--- src/rtl/can_filt_pkg.sv ---
package can_filt_pkg;

    localparam int STD_W = 11;
    localparam int EXT_W = 29;

    typedef struct packed {
        logic             en;
        logic             ext;
        logic             msk;
        logic [EXT_W-1:0] id;
    } slot_cfg_t;

    typedef enum logic [1:0] {
        ST_IDLE = 2'd0,
        ST_SCAN = 2'd1,
        ST_DROP = 2'd2
    } scan_state_t;

endpackage

--- src/rtl/can_filt_cfg_bank.sv ---
module can_filt_cfg_bank
    import can_filt_pkg::*;
#(
    parameter int NUM_SLOTS = 15,
    parameter int SLOT_W    = 4
) (
    input  logic                    clk,
    input  logic                    rst_n,
    input  logic                    wr_en,
    input  logic [SLOT_W-1:0]       wr_slot,
    input  slot_cfg_t               wr_cfg,
    input  logic                    gm_we,
    input  logic [STD_W-1:0]        gm_std_in,
    input  logic [EXT_W-1:0]        gm_ext_in,
    input  logic                    snap,
    output slot_cfg_t [NUM_SLOTS-1:0] act_cfg,
    output logic [STD_W-1:0]        act_gm_std,
    output logic [EXT_W-1:0]        act_gm_ext
);

    // Staging copy of the global masks; written at any time.
    logic [STD_W-1:0] stg_gm_std;
    logic [EXT_W-1:0] stg_gm_ext;

    always_ff @(posedge clk or negedge rst_n) begin
        if (!rst_n) begin
            stg_gm_std <= '1;
            stg_gm_ext <= '1;
        end else if (gm_we) begin
            stg_gm_std <= gm_std_in;
            stg_gm_ext <= gm_ext_in;
        end
    end

    // The active masks are copied from staging when a frame is accepted.
    always_ff @(posedge clk or negedge rst_n) begin
        if (!rst_n) begin
            act_gm_std <= '1;
            act_gm_ext <= '1;
        end else if (snap) begin
            act_gm_std <= stg_gm_std;
            act_gm_ext <= stg_gm_ext;
        end
    end

    // One staging register and one active register for each slot.
    for (genvar g = 0; g < NUM_SLOTS; g++) begin : g_slot
        localparam logic [SLOT_W-1:0] SLOT_NUM = SLOT_W'(g + 1);
        slot_cfg_t stg_q;

        always_ff @(posedge clk or negedge rst_n) begin
            if (!rst_n) begin
                stg_q <= '0;
            end else if (wr_en && (wr_slot == SLOT_NUM)) begin
                stg_q <= wr_cfg;
            end
        end

        always_ff @(posedge clk or negedge rst_n) begin
            if (!rst_n) begin
                act_cfg[g] <= '0;
            end else if (snap) begin
                act_cfg[g] <= stg_q;
            end
        end
    end

endmodule

--- src/rtl/can_filt_slot_match.sv ---
module can_filt_slot_match
    import can_filt_pkg::*;
(
    input  slot_cfg_t        cfg,
    input  logic [STD_W-1:0] gm_std,
    input  logic [EXT_W-1:0] gm_ext,
    input  logic [EXT_W-1:0] f_id,
    input  logic             f_ext,
    output logic             hit
);

    logic [EXT_W-1:0] diff;
    logic [EXT_W-1:0] care_ext;
    logic [STD_W-1:0] care_std;
    logic             ext_eq;
    logic             std_eq;

    always_comb begin
        diff     = cfg.id ^ f_id;
        care_ext = cfg.msk ? gm_ext : '1;
        care_std = cfg.msk ? gm_std : '1;
        ext_eq   = ((diff & care_ext) == '0);
        std_eq   = ((diff[STD_W-1:0] & care_std) == '0);
        if (!cfg.en) begin
            hit = 1'b0;
        end else if (cfg.ext) begin
            hit = f_ext && ext_eq;
        end else begin
            hit = !f_ext && std_eq;
        end
    end

endmodule

--- src/rtl/can_filt_scan_fsm.sv ---
module can_filt_scan_fsm
    import can_filt_pkg::*;
#(
    parameter int NUM_SLOTS = 15,
    parameter int SLOT_W    = 4
) (
    input  logic                 clk,
    input  logic                 rst_n,
    input  logic                 frm_valid,
    input  logic                 frm_err,
    input  logic [NUM_SLOTS-1:0] hit_vec,
    output logic                 start,
    output logic                 busy,
    output logic                 load,
    output logic [SLOT_W-1:0]    load_slot,
    output logic                 done
);

    localparam logic [SLOT_W-1:0] FIRST_SLOT = SLOT_W'(1);
    localparam logic [SLOT_W-1:0] LAST_SLOT  = SLOT_W'(NUM_SLOTS);

    scan_state_t       state, nxt_state;
    logic [SLOT_W-1:0] idx, nxt_idx;
    logic              cur_hit;
    logic              fire_done;
    logic              fire_load;
    logic [SLOT_W-1:0] fire_slot;

    // Select the hit bit of the slot under test.
    always_comb begin
        cur_hit = 1'b0;
        for (int i = 0; i < NUM_SLOTS; i++) begin
            if (idx == SLOT_W'(i + 1)) begin
                cur_hit = hit_vec[i];
            end
        end
    end

    // Next state and the result of this step.
    always_comb begin
        nxt_state = state;
        nxt_idx   = idx;
        start     = 1'b0;
        fire_done = 1'b0;
        fire_load = 1'b0;
        fire_slot = '0;
        unique case (state)
            ST_IDLE: begin
                if (frm_valid) begin
                    start     = 1'b1;
                    nxt_idx   = FIRST_SLOT;
                    nxt_state = frm_err ? ST_DROP : ST_SCAN;
                end
            end
            ST_SCAN: begin
                if (cur_hit) begin
                    fire_done = 1'b1;
                    fire_load = 1'b1;
                    fire_slot = idx;
                    nxt_state = ST_IDLE;
                end else if (idx == LAST_SLOT) begin
                    fire_done = 1'b1;
                    nxt_state = ST_IDLE;
                end else begin
                    nxt_idx = idx + FIRST_SLOT;
                end
            end
            ST_DROP: begin
                fire_done = 1'b1;
                nxt_state = ST_IDLE;
            end
            default: begin
                nxt_state = ST_IDLE;
            end
        endcase
    end

    // State register.
    always_ff @(posedge clk or negedge rst_n) begin
        if (!rst_n) begin
            state <= ST_IDLE;
            idx   <= '0;
        end else begin
            state <= nxt_state;
            idx   <= nxt_idx;
        end
    end

    // Registered outputs.
    always_ff @(posedge clk or negedge rst_n) begin
        if (!rst_n) begin
            done      <= 1'b0;
            load      <= 1'b0;
            load_slot <= '0;
        end else begin
            done      <= fire_done;
            load      <= fire_load;
            load_slot <= fire_slot;
        end
    end

    assign busy = (state != ST_IDLE);

endmodule

--- src/rtl/can_accept_filter.sv ---
module can_accept_filter
    import can_filt_pkg::*;
#(
    parameter int NUM_SLOTS = 15,
    parameter int SLOT_W    = $clog2(NUM_SLOTS + 1)
) (
    input  logic              clk,
    input  logic              rst_n,
    input  logic              cfg_we,
    input  logic [SLOT_W-1:0] cfg_slot,
    input  logic              cfg_enable,
    input  logic              cfg_ext,
    input  logic              cfg_mask,
    input  logic [EXT_W-1:0]  cfg_id,
    input  logic              gmask_we,
    input  logic [STD_W-1:0]  gmask_std,
    input  logic [EXT_W-1:0]  gmask_ext,
    input  logic              frm_valid,
    input  logic [EXT_W-1:0]  frm_id,
    input  logic              frm_ext,
    input  logic              frm_err,
    output logic              filt_busy,
    output logic              res_done,
    output logic              res_load,
    output logic [SLOT_W-1:0] res_slot
);

    slot_cfg_t                  wr_cfg;
    slot_cfg_t [NUM_SLOTS-1:0]  act_cfg;
    logic [STD_W-1:0]           act_gm_std;
    logic [EXT_W-1:0]           act_gm_ext;
    logic [NUM_SLOTS-1:0]       hit_vec;
    logic [NUM_SLOTS-1:0]       act_en;
    logic                       start;
    logic [EXT_W-1:0]           f_id;
    logic                       f_ext;

    assign wr_cfg.en  = cfg_enable;
    assign wr_cfg.ext = cfg_ext;
    assign wr_cfg.msk = cfg_mask;
    assign wr_cfg.id  = cfg_id;

    // Snapshot of the frame taken when it is accepted.
    always_ff @(posedge clk or negedge rst_n) begin
        if (!rst_n) begin
            f_id  <= '0;
            f_ext <= 1'b0;
        end else if (start) begin
            f_id  <= frm_id;
            f_ext <= frm_ext;
        end
    end

    can_filt_cfg_bank #(
        .NUM_SLOTS (NUM_SLOTS),
        .SLOT_W    (SLOT_W)
    ) u_bank (
        .clk        (clk),
        .rst_n      (rst_n),
        .wr_en      (cfg_we),
        .wr_slot    (cfg_slot),
        .wr_cfg     (wr_cfg),
        .gm_we      (gmask_we),
        .gm_std_in  (gmask_std),
        .gm_ext_in  (gmask_ext),
        .snap       (start),
        .act_cfg    (act_cfg),
        .act_gm_std (act_gm_std),
        .act_gm_ext (act_gm_ext)
    );

    for (genvar g = 0; g < NUM_SLOTS; g++) begin : g_cmp
        can_filt_slot_match u_match (
            .cfg    (act_cfg[g]),
            .gm_std (act_gm_std),
            .gm_ext (act_gm_ext),
            .f_id   (f_id),
            .f_ext  (f_ext),
            .hit    (hit_vec[g])
        );
        assign act_en[g] = act_cfg[g].en;
    end

    can_filt_scan_fsm #(
        .NUM_SLOTS (NUM_SLOTS),
        .SLOT_W    (SLOT_W)
    ) u_fsm (
        .clk       (clk),
        .rst_n     (rst_n),
        .frm_valid (frm_valid),
        .frm_err   (frm_err),
        .hit_vec   (hit_vec),
        .start     (start),
        .busy      (filt_busy),
        .load      (res_load),
        .load_slot (res_slot),
        .done      (res_done)
    );

endmodule

--- config.mk ---
export PLATFORM = sky130hd
export DESIGN_NAME = can_accept_filter
export DESIGN_NICKNAME = d
export VERILOG_FILES = /design/src/rtl/can_filt_pkg.sv /design/src/rtl/can_filt_cfg_bank.sv /design/src/rtl/can_filt_slot_match.sv /design/src/rtl/can_filt_scan_fsm.sv /design/src/rtl/can_accept_filter.sv
export SDC_FILE = /design/constraint.sdc
export NUM_CORES = 2
export LEC_CHECK = 0
export BUFFER_PORTS_ARGS = -buffer_cell sky130_fd_sc_hd__buf_2
export CORE_ASPECT_RATIO = 1.2
export CORE_MARGIN = 10
export CORE_UTILIZATION = 30
export DETAILED_ROUTE_END_ITERATION = 10
export GPL_TIMING_DRIVEN = 0
export PLACE_DENSITY = 0.54
export SYNTH_ARGS = -nofsm -noshare
export SYNTH_HDL_FRONTEND = slang
export SYNTH_HIERARCHICAL = 1
export SYNTH_SLANG_ARGS = --single-unit
--- constraint.sdc ---
create_clock -name clk -period 2.6 [get_ports clk]
set_input_delay 0.13 -clock clk [delete_from_list [all_inputs] [get_ports clk]]
set_output_delay 0.13 -clock clk [all_outputs]
set_load 0.005 [all_outputs]
Word level (Yosys, flattened, before mapping):

Cells that the tools add are included.

* word-level logic and storage cells: 387
* output and inout port bits: 7
* flip-flop bits (word level): 1082
* bits of input ports: 112

* bitwise operators: 45
* muxes and demuxes: 93
* add/sub/neg operators: 1
* eq/ne operators: 36
* reductions and logical operators: 81

Operators by type and width (count)
* AND 29 bit: 15
* zero test 29 bit: 15
* 2-to-1 mux 29 bit: 15
* XOR 29 bit: 15
* AND 11 bit: 15
* zero test 11 bit: 15
* 2-to-1 mux 11 bit: 15
* == test 4 bit (second input constant): 16
* 2-to-1 mux 1 bit: 51
* logical AND 1 bit: 45
* == test 4 x 3 -> 1 bit (second input constant): 8
* 2-to-1 mux 4 bit: 5
* == test 4 x 2 -> 1 bit (second input constant): 4
* == test 4 x 1 -> 1 bit (second input constant): 2
* 2-to-1 mux 2 bit: 4
* one-hot mux 4 bit (2 select lines): 1
* inequality test 2 bit (second input constant): 3
* adder 4 x 1 -> 4 bit (second input constant): 1
* one-hot mux 2 bit (2 select lines): 1
* AND reduction 4 bit: 1
* nonzero test 2 bit: 2
* inequality test 3 x 1 -> 1 bit (second input constant): 1
* == test 2 x 1 -> 1 bit (second input constant): 1
* == test 2 bit (second input constant): 1
* other kinds (4): 4

Longest topological paths before layout:

* depth after elaboration: 23
* depth in mapped cells: 12
* depth with buffers taken out: 12

Modules after synthesis:

Netlist, hierarchy kept.

Modules (own cells, without submodules)
* can_filt_cfg_bank: cells each 2246, area each 38677.1 um2, times used 1, sequential area each 26125.1 um2
* can_filt_slot_match: cells each 85, area each 613.1 um2, times used 15, sequential area each 0.0 um2
* can_accept_filter: cells each 63, area each 1234.9 um2, times used 1, sequential area each 750.7 um2
* can_filt_scan_fsm: cells each 96, area each 884.6 um2, times used 1, sequential area each 300.3 um2

Least setup slack after synthesis:

Ideal clock, no wire load.

* path type: flip-flop to flip-flop
* start point: reg f_id[9]
* end point: reg u_fsm.idx[3]
* arrival time: 2761 ps
* path buffers: 0
* setup time: 111 ps
* stages on the path, launching flop included: 13
* clock period less this slack: 2872 ps
* data required time: 2489 ps
* slack: -272 ps
* cell sequence: dfrtp_1 > xor2_1 > a2111oi_2 > nand3_1 > nor4_1 > a31oi_1 > nand2_1 > and2b_2 > nor3_2 > a21o_2 > o21ai_2 > nor3b_2 > a2111oi_2

* elaborated cells on any way between the ends: 152
* those cells by class: 1 x eq/ne; 45 x mux; 45 x bitwise; 61 x reduce/logical

RTL lines
* start: declaration: RTL line can_accept_filter.sv:35 `logic [EXT_W-1:0] f_id;`
* start signal: assignment: RTL line can_accept_filter.sv:49 `f_id <= frm_id;`
* XOR 29 bit *: RTL line can_filt_slot_match.sv:19 `diff = cfg.id ^ f_id;`
* AND 29 bit / AND 11 bit (equally long branches): RTL line can_filt_slot_match.sv:22, can_filt_slot_match.sv:23
* zero test 29 bit / zero test 11 bit (equally long branches): RTL line can_filt_slot_match.sv:22, can_filt_slot_match.sv:23
* logical AND 1 bit, on equally long branches: RTL line can_filt_slot_match.sv:27, can_filt_slot_match.sv:29
* 2-to-1 mux 1 bit *: RTL line can_filt_slot_match.sv:26 `end else if (cfg.ext) begin`
* 2-to-1 mux 1 bit *: RTL line can_filt_slot_match.sv:24 `if (!cfg.en) begin`
* net hit_vec[10]: RTL line can_accept_filter.sv:32 `logic [NUM_SLOTS-1:0] hit_vec;`
* 2-to-1 mux 1 bit * (5 in a row): RTL line can_filt_scan_fsm.sv:33 `if (idx == SLOT_W'(i + 1)) begin`
* inequality test 2 bit (no line) *
* AND reduction 4 bit (no line) *
* end signal: assignment: RTL line can_filt_scan_fsm.sv:85 `idx <= nxt_idx;`
* end: declaration: RTL line can_filt_scan_fsm.sv:23 `logic [SLOT_W-1:0] idx, nxt_idx;`

The timed path passes the listed nets; every way through them passes the cells marked *.
A chain may end at the register's enable or synchronous reset.

Worst setup path after layout:

* start point: reg f_id[9]
* end point: reg u_fsm.load_slot[2]

* elaborated cells on any way between the ends: 152
* those cells by class: 47 x mux; 45 x bitwise; 60 x reduce/logical

RTL lines
* XOR 29 bit *: RTL line can_filt_slot_match.sv:19
* AND 29 bit / AND 11 bit (equally long branches): RTL line can_filt_slot_match.sv:22, can_filt_slot_match.sv:23
* zero test 29 bit / zero test 11 bit (equally long branches): RTL line can_filt_slot_match.sv:22, can_filt_slot_match.sv:23
* logical AND 1 bit, on equally long branches: RTL line can_filt_slot_match.sv:27, can_filt_slot_match.sv:29
* 2-to-1 mux 1 bit *: RTL line can_filt_slot_match.sv:26
* 2-to-1 mux 1 bit *: RTL line can_filt_slot_match.sv:24
* net hit_vec[1]: RTL line can_accept_filter.sv:32
* 2-to-1 mux 1 bit * (14 in a row): RTL line can_filt_scan_fsm.sv:33
* 2-to-1 mux 4 bit *: RTL line can_filt_scan_fsm.sv:56 `if (cur_hit) begin`
* 2-to-1 mux 4 bit *: RTL line can_filt_scan_fsm.sv:47 `unique case (state)`
* net u_fsm.fire_slot[2]: RTL line can_filt_scan_fsm.sv:27 `logic [SLOT_W-1:0] fire_slot;`
* end signal: assignment: RTL line can_filt_scan_fsm.sv:98 `load_slot <= fire_slot;`
* end: declaration: RTL line can_filt_scan_fsm.sv:15 `output logic [SLOT_W-1:0] load_slot,`

Marks and branches as above.

==> impl_metrics.json <==
{
  "status": "complete, but fails checks",
  "violations": "negative hold slack, negative setup slack",
  "synth_ff_type": "dfrtp_1",
  "setup_viol": 12,
  "wl_per_cell_um": 28.3,
  "fin_skew_ps": 40.4,
  "crit_type": "reg2reg",
  "grt_max_degree": 169,
  "fmax_mhz": 299,
  "clk_latency_ps": 780,
  "synth_cell_types": 55,
  "grt_pass1_vias": 35644,
  "drc": 0,
  "ios": 119,
  "cts_tree": "built",
  "clock-sinks": 1082,
  "synth_top_area_frac": 0.502,
  "tns_ps": -7960,
  "drive_above_1_share": 0.458,
  "synthToLayoutAreaGrowth_pct": 23.5,
  "cts_root_buf": "clkbuf_16",
  "place_congestion": 0.991,
  "antenna_found_initial": 3,
  "min_path_type": "in2async",
  "cts_max_level": 3,
  "drtIter0Drc": 2263,
  "synth_cells": 3680,
  "yosysWarnings": 6,
  "crit_required_ps": 3280,
  "power_density_mw_per_mm2": 1380,
  "timing.hold.ws_ps": -15.2,
  "grtUsageTotal": 0.193,
  "synth_edf_count": 0,
  "cp_max_fo": 6,
  "coreArea_mm2": 0.166,
  "placedCellCount": 5962,
  "die_w_um": 393,
  "r2r_cells": 14,
  "wirelength_um": 181000,
  "async_flop_share": 1.00,
  "arrival_ps": 4020,
  "r2r-end": "u_fsm/load_slot[2]",
  "stdcell_count": 6418,
  "synth.area.top_cells": "dfrtp_1, mux2_2, xor2_1, dfstp_2, o21ai_0",
  "final_antenna_net_count": 0,
  "setup_slack_ps": -748,
  "crit_chain": "buf_12 > xor2_4 > a21oi_4 > nand4_1 > nor4_4 > a31oi_2 > nand2_2 > a21oi_2 > o21ai_1 > a41oi_2 > buf_4 > o21ai_4 > o311a_1 > and2_1",
  "cts_buffer_depth": 3,
  "drt-vias-per-instance": 5.24,
  "cts_buffers": 117,
  "die_area_mm2": 0.183,
  "p_leak_nw": 26.1,
  "worst-slew-pin-transition_ps": 1420,
  "slew_headroom": 0.0541,
  "min_period_over_period": 1.29,
  "initial_utilization": 0.301,
  "clk_pin_slew_worst_paths_ps": 60,
  "fillers": 15981,
  "layout.nets": 4276,
  "rsz0062_at_grt": "true",
  "dieHeight_um": 467,
  "grt-ovfl-total": 0,
  "dp_hpwl_um": 133000,
  "syn_avg_cell_area_um2": 13.6,
  "r2r-start": "f_id[9]",
  "grt_pass1_wl_um": 256000,
  "yosysSeqAreaShare": 0.544,
  "routed-via-count": 33662,
  "cap_violations": 0,
  "syn-num-nets": 3799,
  "cpPeakStageDelay_ps": 590,
  "drv_slew": 0,
  "ff2ff_setup_slack_ps": -750,
  "slowest_stage": "dfrtp_4",
  "cp-start-kind": "register",
  "synth.largest_area_cell": "dfrtp_1",
  "cp-end-kind": "register",
  "rows": 164,
  "synth-seq-cells": 1082,
  "port_buffers": 117,
  "ir_drop_mv": 0.686,
  "layout_min_cycle_time_ps": 3350,
  "dr.pass1.iters": 5,
  "hold_violations": 6,
  "netlist_area_mm2": 0.0500
}
[Yosys cell counts, drive strengths merged, types with 7 or more instances]
| cell type | count |
|---|---|
| clkbuf | 43 |
| a31oi | 31 |
| nor4 | 60 |
| dfrtp | 1002 |
| mux2 | 1070 |
| a221oi | 60 |
| and4 | 15 |
| buf | 106 |
| nor2 | 77 |
| nor3 | 47 |
| dfstp | 80 |
| a22oi | 90 |
| nand3 | 48 |
| inv | 39 |
| a22o | 60 |
| xor2 | 435 |
| nand2b | 34 |
| ha | 7 |
| a2111oi | 16 |
| or3 | 18 |
| nand4 | 60 |
| o21ai | 141 |
| nand2 | 73 |
| a21oi | 35 |
[worst max-delay path, delay by kind of cell, from the launching register on]
kind / cells / cell delay (ps)
flops: 1 / 590
simple gates: 4 / 1040
compound gates: 7 / 1060
xor+xnor: 1 / 190
buf+inv: 2 / 350
[sequential cells by signal, summed over array words and instances (netlist names)]
register             flops
f_id                    29
f_ext                    1
u_bank/act_gm_ext       29
u_bank/act_cfg         480
u_fsm/state              2
u_bank/g_slot.stg_q    480
u_fsm/load               1
u_bank/stg_gm_std       11
u_fsm/done               1
u_fsm/idx                4
u_bank/act_gm_std       11
u_bank/stg_gm_ext       29
u_fsm/load_slot          4
[worst max path at each step]
stage                   startpoint             endpoint  slack, ps
global route               f_id[9]   u_fsm/load_slot[2]       -800
CTS                        f_id[9]   u_fsm/load_slot[2]       -690
global placement             rst_n              f_id[5]     -26020
detailed placement  u_fsm/state[0]  u_bank/act_cfg[474]      -1420
finish                     f_id[9]   u_fsm/load_slot[2]       -750
floorplan                 f_id[12]   u_fsm/load_slot[0]       0.09
[cell type report]
type,instances,area (um^2),area share
flip-flops and latches,1082,27300,0.442
well taps,2158,2700,0.0437
plain buffers,148,817,0.0132
repair buffers,359,3270,0.0530
inverters,39,150,0.00243
clock inverters,41,483,0.00782
clock buffers,179,3530,0.0571
multi-input cells,2410,23500,0.381
diodes,2,5.00,0.0000810
[what timing repair did]
action,in CTS,in global routing
hold endpoints to repair,520,166
gates cloned,1,1
buffers inserted,60,38
endpoints found under the setup margin,671,186
hold buffers,126,9
resized for setup,212,88
pin swaps,50,13
[per-stage QoR]
step / util / power [mW] / setup slack, ps / hold WS (ps) / cell area [um^2]
2_1_floorplan: - / 48.0 / 0.0935 / -166 / 50100
3_3_place_gp: 0.321 / 62.7 / -26020 / 364 / 53400
3_5_place_dp: 0.323 / 63.1 / -1420 / 123 / 53600
4_1_cts: 0.366 / 83.9 / -692 / -709 / 60700
5_1_grt: 0.372 / 88.5 / -805 / 15.1 / 61700
6_report: 0.372 / 85.2 / -748 / -15.2 / 61800
[kinds of logic after synthesis]
| group | after synthesis | share of synthesized area |
|---|---|---|
| XOR/XNOR | 435 | 0.0762 |
| flip-flops | 1082 | 0.544 |
| AND/OR/NAND/NOR | 448 | 0.0527 |
| multiplexers | 1073 | 0.244 |
| buffers and inverters | 188 | 0.0184 |
| adder cells (fa/ha/maj) | 7 | 0.00175 |
| AO/OA/AOI/OAI | 447 | 0.0635 |
[cell usage in the layout, fill, tap and decap left out, types with 12 or more instances in the layout]
master	count
dfrtp_1	972
a31oi_1	25
a2111oi_2	13
dlygate4sd3_1	128
a21oi_1	23
xor2_4	21
mux2_2	1027
clkinv_2	16
mux2_4	30
dfrtp_4	29
or3_2	14
nor3_1	40
a221oi_2	19
clkbuf_8	12
nor4_4	15
a22oi_1	90
buf_12	19
mux2_1	13
xor2_1	321
nand2_1	60
a22o_1	60
a221oi_1	40
clkbuf_16	130
nand3_1	45
clkbuf_1	75
nor4_1	34
nand4_1	60
buf_2	193
xor2_2	93
o21ai_0	137
buf_6	19
dfstp_2	80
nand2b_1	33
buf_4	84
inv_1	38
nor2_1	76
[routing by layer]
layer / vias to the layer above / global-route usage / wire, um
met2: 1095 / 0.335 / 89700
met1: 17829 / 0.229 / 72500
met4: 0 / 0.102 / 11200
met3: 442 / 0.0268 / 8020
li1: 14296 / - / -
met5: - / 0 / 0
[where the power goes]
group	total (mW)	switching (mW)	leakage (nW)	internal, mW
clock	17.2	7.28	1.95	9.92
combinational	35.5	20.3	11.0	15.2
sequential	32.5	9.03	13.1	23.4
Power figures use the tool's default switching activity.
